$ cat config.mk
export PLATFORM = sky130hd
export DESIGN_NAME = pixel_dot_classifier
export DESIGN_NICKNAME = d
export VERILOG_FILES = /design/src/rtl/pixel_dot_classifier.sv
export SDC_FILE = /design/constraint.sdc
export NUM_CORES = 2
export LEC_CHECK = 0
export BUFFER_PORTS_ARGS = -buffer_cell sky130_fd_sc_hd__buf_4
export CAP_MARGIN = 20
export CELL_PAD_IN_SITES_DETAIL_PLACEMENT = 1
export CELL_PAD_IN_SITES_GLOBAL_PLACEMENT = 1
export CORE_MARGIN = 5
export CORE_UTILIZATION = 49
export DETAILED_ROUTE_END_ITERATION = 8
export PLACE_DENSITY_LB_ADDON = 0.25
export RECOVER_POWER = 25
export SLEW_MARGIN = 20
export SYNTH_ARGS = -nofsm -noshare
export SYNTH_HDL_FRONTEND = slang
export SYNTH_SLANG_ARGS = --single-unit
$ cat constraint.sdc
create_clock -name clk -period 6.6 [get_ports clk]
set_input_delay 0.33 -clock clk [delete_from_list [all_inputs] [get_ports clk]]
set_output_delay 0.33 -clock clk [all_outputs]
set_load 0.005 [all_outputs]
$ cat src/rtl/pixel_dot_classifier.sv
module pixel_dot_classifier #(
  parameter  int N      = 16,
  parameter  int PIX_W  = 12,
  parameter  int COEF_W = 16,
  localparam int IDX_W  = (N > 1) ? $clog2(N) : 1,
  localparam int AW     = IDX_W + 2,
  localparam int ACC_W  = PIX_W + COEF_W + IDX_W
) (
  input  logic              clk,
  input  logic              rst,
  input  logic              wr_en,
  input  logic [AW-1:0]     wr_addr,
  input  logic [COEF_W-1:0] wr_data,
  input  logic              rd_en,
  input  logic [AW-1:0]     rd_addr,
  output logic [ACC_W-1:0]  rd_data
);

  localparam logic [IDX_W-1:0] LAST = IDX_W'(N - 1);
  localparam logic [AW-1:0]    A_CTRL = '0;
  localparam logic [AW-1:0]    A_RES  = AW'(1);

  logic [PIX_W-1:0]         stage [N];
  logic [PIX_W-1:0]         pix   [N];
  logic signed [COEF_W-1:0] coef  [N];
  logic                     go_q, op_q, mul_busy, err, done;
  logic [IDX_W-1:0]         cnt;
  logic signed [ACC_W-1:0]  acc, result, prod;

  wire [1:0]       wreg  = wr_addr[AW-1:AW-2];
  wire [IDX_W-1:0] widx  = wr_addr[IDX_W-1:0];
  wire [1:0]       rreg  = rd_addr[AW-1:AW-2];
  wire [IDX_W-1:0] ridx  = rd_addr[IDX_W-1:0];
  wire ready    = !go_q && !mul_busy;
  wire ctrl_wr  = wr_en && (wr_addr == A_CTRL);
  wire go_req   = ctrl_wr && wr_data[0];
  wire mul_last = mul_busy && (cnt == LAST);

  assign prod = ACC_W'($signed({1'b0, pix[cnt]})) * ACC_W'(coef[cnt]);

  always_ff @(posedge clk) begin
    if (rst) begin
      go_q <= 1'b0; op_q <= 1'b0; mul_busy <= 1'b0;
      err <= 1'b0; done <= 1'b0; cnt <= '0;
      acc <= '0; result <= '0;
      for (int i = 0; i < N; i++) begin
        stage[i] <= '0; pix[i] <= '0; coef[i] <= '0;
      end
    end else begin
      go_q <= go_req && ready;
      if (go_req && ready) op_q <= wr_data[1];

      if (go_req && !ready) err <= 1'b1;
      else if (ctrl_wr && wr_data[2]) err <= 1'b0;

      if (rd_en && rd_addr == A_RES) done <= 1'b0;

      if (go_q) begin
        if (op_q) begin
          mul_busy <= 1'b1;
          cnt      <= '0;
          acc      <= '0;
        end else begin
          for (int i = 0; i < N; i++) pix[i] <= stage[i];
        end
      end

      if (mul_busy) begin
        acc <= acc + prod;
        cnt <= cnt + 1'b1;
        if (mul_last) begin
          mul_busy <= 1'b0;
          result   <= acc + prod;
          done     <= 1'b1;
        end
      end

      if (wr_en && wreg == 2'd1 && int'(widx) < N)
        stage[widx] <= wr_data[PIX_W-1:0];
      if (wr_en && wreg == 2'd2 && int'(widx) < N && ready)
        coef[widx] <= wr_data;
    end
  end

  always_comb begin
    rd_data = '0;
    case (rreg)
      2'd0: begin
        if (rd_addr == A_CTRL) rd_data = ACC_W'({done, err, ready, go_q});
        else if (rd_addr == A_RES) rd_data = result;
      end
      2'd1: if (int'(ridx) < N) rd_data = ACC_W'(pix[ridx]);
      2'd2: if (int'(ridx) < N) rd_data = ACC_W'($unsigned(coef[ridx]));
      default: rd_data = '0;
    endcase
  end

  AST_GO_SELF_CLEAR: assert property (@(posedge clk) disable iff (rst) go_q |=> !go_q);
  AST_MUL_STARTS_BUSY: assert property (@(posedge clk) disable iff (rst) (go_q && op_q) |=> (mul_busy && !ready));
  AST_MUL_LENGTH: assert property (@(posedge clk) disable iff (rst) mul_last |=> (ready && done));
  AST_BUSY_GO_ERR: assert property (@(posedge clk) disable iff (rst) (go_req && !ready) |=> err);
  AST_ERR_STICKY: assert property (@(posedge clk) disable iff (rst) (err && !(ctrl_wr && wr_data[2])) |=> err);
  AST_DONE_CLEARS: assert property (@(posedge clk) disable iff (rst) (rd_en && rd_addr == A_RES && !mul_last) |=> !done);
  AST_RESULT_HOLD: assert property (@(posedge clk) disable iff (rst) !mul_last |=> $stable(result));
  AST_COEF_HOLD: assert property (@(posedge clk) disable iff (rst) !ready |=> $stable(coef[0]));

endmodule

-- Yosys cells after proc, flatten, opt, wreduce, memory -nomap -nowiden
Memories as Yosys holds them, arrays and structs flattened. A register that Yosys moved wholly into a read port is not among the register bits.
Index checks and enable logic that the tools add are counted.
- add/subtract/negate cells: 2
- multiply operators: 1
- eq/ne operators: 6
- multiplexer cells: 56
- bitwise logic cells: 16
- reduce and logical (&&, ||, !) cells: 24
- operator list (cell ; number):
    $mux W12 ; 17
    $mux W32 ; 5
    $pmux W32 S3 ; 1
    $mux W4 ; 9
    $add A32 B29 Y32 ; 1
    $mul A13 B16 Y29 ; 1
    $mux W1 ; 23
    $mux W16 ; 1
    $or A1 B1 Y1 ; 16
    $reduce_or A16 Y1 ; 1
    $logic_not A6 Y1 ; 2
    $reduce_or A12 Y1 ; 1
    $logic_and A1 B1 Y1 ; 11
    $eq A6 B1 Y1 const B ; 1
    $reduce_bool A2 Y1 ; 3
    $add A4 B1 Y4 const B ; 1
    $eq A2 B1 Y1 const B ; 2
    $eq A2 B2 Y1 const B ; 2
    $eq A4 B4 Y1 const B ; 1
    $reduce_and A2 Y1 ; 2
    $logic_not A1 Y1 ; 3
    $logic_not A2 Y1 ; 1
- register bits after elaboration: 73
- RAM bits: 640
- input port bits: 32
- output and inout bits: 32
- word-level logic and storage cells: 116
- memories: 3
- memories (memory ; depth ; width ; rd ports ; clocked after memory_dff ; wr ports ; RTL line ; RTL):
    coef ; 16 ; 16 ; 2 ; 1 ; 16 ; 25 ; logic signed [COEF_W-1:0] coef [N];
    pix ; 16 ; 12 ; 2 ; 1 ; 16 ; 24 ; logic [PIX_W-1:0] pix [N];
    stage ; 16 ; 12 ; 16 ; 0 ; 16 ; 23 ; logic [PIX_W-1:0] stage [N];

-- Logic depth before layout (Yosys ltp)
- depth after elaboration: 8
- depth in mapped cells: 31
- depth with buffers taken out: 27

-- Worst setup path after synthesis
No wires, ideal clock.
- path kind: reg2reg
- start point: register (tool-made name)
- end point: register result[29]
- setup time: 122 ps
- arrival time: 6983 ps
- required time: 6478 ps
- path slack: -505 ps
- stages on the path, launching flop included: 28
- path buffers: 5
- clock period less this slack: 7105 ps
- cells stage by stage: dfxtp_1 buf_2 buf_6 buf_4 mux4_2 mux2_2 o21ai_2 buf_4 nor2_1 fa_1 inv_1 fa_1 inv_1 fa_1 fa_1 fa_1 inv_1 fa_1 inv_1 ha_1 clkbuf_8 a21oi_1 a21boi_0 o221a_2 o21ai_0 o21bai_1 nor4b_1 a311o_1
- RTL lines (item ; RTL line ; RTL):
    to (signal assigned) ; 73 ; result <= acc + prod;
    to (decl) ; 28 ; logic signed [ACC_W-1:0] acc, result, prod;

==> impl_metrics.json <==
{
  "endpoint": "result[30]",
  "ys_seq_elements": 717,
  "power_frac_comb_pct": 30.4,
  "peakVddDrop_uv": 244,
  "leakagePower_uw": 0.0199,
  "fin_cells": 4787,
  "antenna_found_initial": 8,
  "post-route-drc-count": 0,
  "r2r_slack_ns": -0.87,
  "ys_seq_area_share_pct": 48.8,
  "r2r_cells": 25,
  "synth-edff-count": 640,
  "status": "complete, but fails checks",
  "reg2reg_to": "result[30]",
  "drive_above_1_share_pct": 31.7,
  "fin_crit_ns": 7.47,
  "ys_async_sr_fraction_pct": 0,
  "gp_congestion": 0.927,
  "power_density_mw_per_mm2": 264,
  "dp.cells": 4525,
  "rsz0062_at_grt": "yes",
  "startpoint_type": "flip-flop",
  "ant_nets": 0,
  "wl_mm": 141,
  "via_count": 28500,
  "ys_types": 70,
  "grt_pass1_vias": 31100,
  "ys_top_cells_by_count": "edfxtp_1, and2_1, inv_1",
  "p_switching_uw": 4170,
  "end_kind": "flip-flop",
  "avgSynthCellArea_um2": 13.1,
  "firstDrtPassIters": 5,
  "cts_buffers": 77,
  "yosysWarnings": 0,
  "crit_type": "flip-flop to flip-flop",
  "clkSlewWorstSetupHoldPaths_ns": 0.06,
  "maxSlewViolCount": 89,
  "ys_top_cells_by_area": "edfxtp_1, mux4_2, fa_1, and2_1, dfxtp_1",
  "grt_max_degree": 121,
  "cts_tree": "done",
  "cpMostUsedCell": "fa_1",
  "skew_ns": 0.0346,
  "intPower_uw": 9400,
  "whs_ns": 0.0500,
  "hold_viol_final": 0,
  "fmax_mhz": 134,
  "synthMostInstantiatedCell": "edfxtp_1",
  "setup_ws_ns": -0.866,
  "path_buf_inv": 8,
  "cts_root_buf": "clkbuf_16",
  "die_h_um": 305,
  "cp.depth": 25,
  "max-cap-violations": 2,
  "syn-num-nets": 3557,
  "cp.required_ns": 7.17,
  "setup_viol": 52,
  "fp-row-count": 108,
  "dp_hpwl_mm": 94.9,
  "p_seq_share_pct": 38.3,
  "numPortBuffers": 63,
  "max_slew_margin_pct": -84.1,
  "violations": "max-capacitance violations, max-slew violations, negative setup slack",
  "overflow": 0,
  "ios": 64,
  "hp-class": "input port to flip-flop",
  "syn_area_mm2": 0.0425,
  "max_stage_delay_ns": 0.60,
  "whs_path_depth": 4,
  "crit_family": "adder cells",
  "ys.flop_type": "edfxtp_1",
  "fin_nets": 3891,
  "grt.busiest_layer": "met2",
  "grt_util_met2_pct": 50.9,
  "htreeDepth": 3,
  "swShare_pct": 30.7,
  "worst_pin_slew_ns": 2.76,
  "finalCritPeriodShare_pct": 113,
  "core_area_mm2": 0.0865,
  "postSynthCellCount": 3236,
  "clk_latency_ns": 0.64,
  "clockBufferDepth": 3,
  "synth_top_area_share_pct": 45.2,
  "yosysTopAreaCell": "edfxtp_1",
  "die_w_um": 305,
  "critPathArrivalTime_ns": 8.03,
  "dieArea_mm2": 0.0928,
  "post_drt_wl_per_cell_um": 29.5,
  "track_usage_pct": 29.5,
  "start_util_pct": 49.2,
  "drt-vias-per-instance": 5.95,
  "power_frac_clock_pct": 31.3,
  "total_power_uw": 13600,
  "drt-initial-drc-count": 2676,
  "cts_sinks": 717,
  "crit_slowest_cell": "mux4_2",
  "grt_pass1_wl_mm": 203,
  "area_growth_pct": 20.7,
  "met3_usage_pct": 5.82,
  "use_met1_pct": 36.0,
  "critPathMaxFanout": 7
}
[kinds of logic after synthesis]
family / Yosys count / synth area share [%]
XOR/XNOR: 31 / 0.639
flip-flops: 717 / 48.8
multiplexers: 299 / 15.0
AND/OR/NAND/NOR: 1132 / 14.5
buffers and inverters: 537 / 5.20
AO/OA/AOI/OAI: 231 / 3.58
adder cells (fa/ha/maj): 289 / 12.2
[worst register-to-register path, stage by stage, from the launching register on]
cell,delay [ns]
dfxtp_4,0.40
buf_12,0.17
buf_12,0.15
buf_16,0.13
buf_4,0.11
mux4_2,0.50
mux4_2,0.60
inv_4,0.13
nor2_1,0.06
fa_1,0.55
inv_1,0.06
fa_1,0.48
inv_1,0.06
fa_1,0.48
fa_1,0.58
fa_1,0.46
fa_1,0.50
ha_4,0.30
buf_4,0.15
nand2_4,0.07
or3_4,0.37
or2_4,0.25
o211ai_4,0.11
nand2_2,0.08
or4_4,0.51
a31oi_4,0.15
[power groups by stage]
stage | Sequential, uW | Clock, uW | Combinational, uW
floorplan | 5260 | 0 | 1810
global placement | 5270 | 0 | 3180
detailed placement | 5290 | 0 | 3220
CTS | 5200 | 4290 | 3760
global route | 5210 | 4490 | 4430
finish | 5200 | 4240 | 4130
[layout make-up]
| type | instances | area (um2) |
|---|---|---|
| clock buffer | 98 | 2060 |
| multi-input combinational | 1985 | 21100 |
| timing repair buffer | 480 | 4340 |
| clock inverter | 41 | 363 |
| tap | 1155 | 1450 |
| fill | 8361 | 35200 |
| antenna | 2 | 5.00 |
| sequential | 717 | 20800 |
| inverter | 309 | 1180 |
[layer usage]
layer	routed length (um)	up-vias	share of wire [%]
met5	40	-	0.028
met4	8270	6	5.8
met3	11400	348	8.1
met2	70700	1279	50
met1	50900	14900	36
li1	-	12000	-
[worst min path at each step]
stage	endpoint	from	slack [ns]
after floorplan	result[31]	result[31]	0.42
after global placement	acc[15]	acc[15]	0.44
after detailed placement	acc[21]	acc[21]	0.45
after CTS	done	rd_en	0.03
after global routing	done	rd_en	0.08
final	done	rd_en	0.05
[timing repair]
action / in CTS / in global routing
gates cloned: 5 / 3
setup endpoints to repair: 52 / 52
hold buffers: 0 / 0
pin swaps: 70 / 94
endpoints found under the hold margin: 0 / 0
setup buffers: 43 / 75
resized for setup: 207 / 149
[state kept, by name (all words and copies together) (netlist names), named ones only]
name and flops:
done 1, pix 192, cnt 4, stage 192, op_q 1, acc 32, coef 256, result 32
go_q 1, err 1, mul_busy 1
[metrics by stage]
step | setup slack [ns] | setup TNS [ns] | cell area [um2] | utilization (%)
after floorplan | -0.196 | -1.86 | 42800 | -
after global placement | -0.918 | -32.45 | 46200 | 53.4
after detailed placement | -1.03 | -35.36 | 46200 | 53.4
after CTS | -0.882 | -26.89 | 50000 | 57.9
after global routing | -1.10 | -43.54 | 51300 | 59.3
final | -0.866 | -32.42 | 51300 | 59.3
[cells in the final DEF (no fill, tap or decap), types with 10 or more instances in the layout]
cell,n
nor2b_1,77
ha_1,54
clkbuf_1,22
a21o_1,18
nand4_1,13
nand2_1,172
nand3_1,11
clkbuf_16,80
edfxtp_1,640
a22oi_1,22
nor2_4,12
inv_2,37
a21oi_1,34
inv_1,264
mux4_2,272
and2_0,13
buf_6,64
o21ai_2,22
a21oi_2,14
buf_12,33
clkinv_2,15
ha_4,23
o21ai_1,31
fa_1,196
or2_2,12
o21ai_4,10
mux2i_1,19
fa_2,15
and2_1,575
nor2_1,146
clkinv_1,16
nand2_2,20
nor2_2,13
buf_4,372
dfxtp_1,73
No activity file was read; power rests on OpenSTA's default activity.
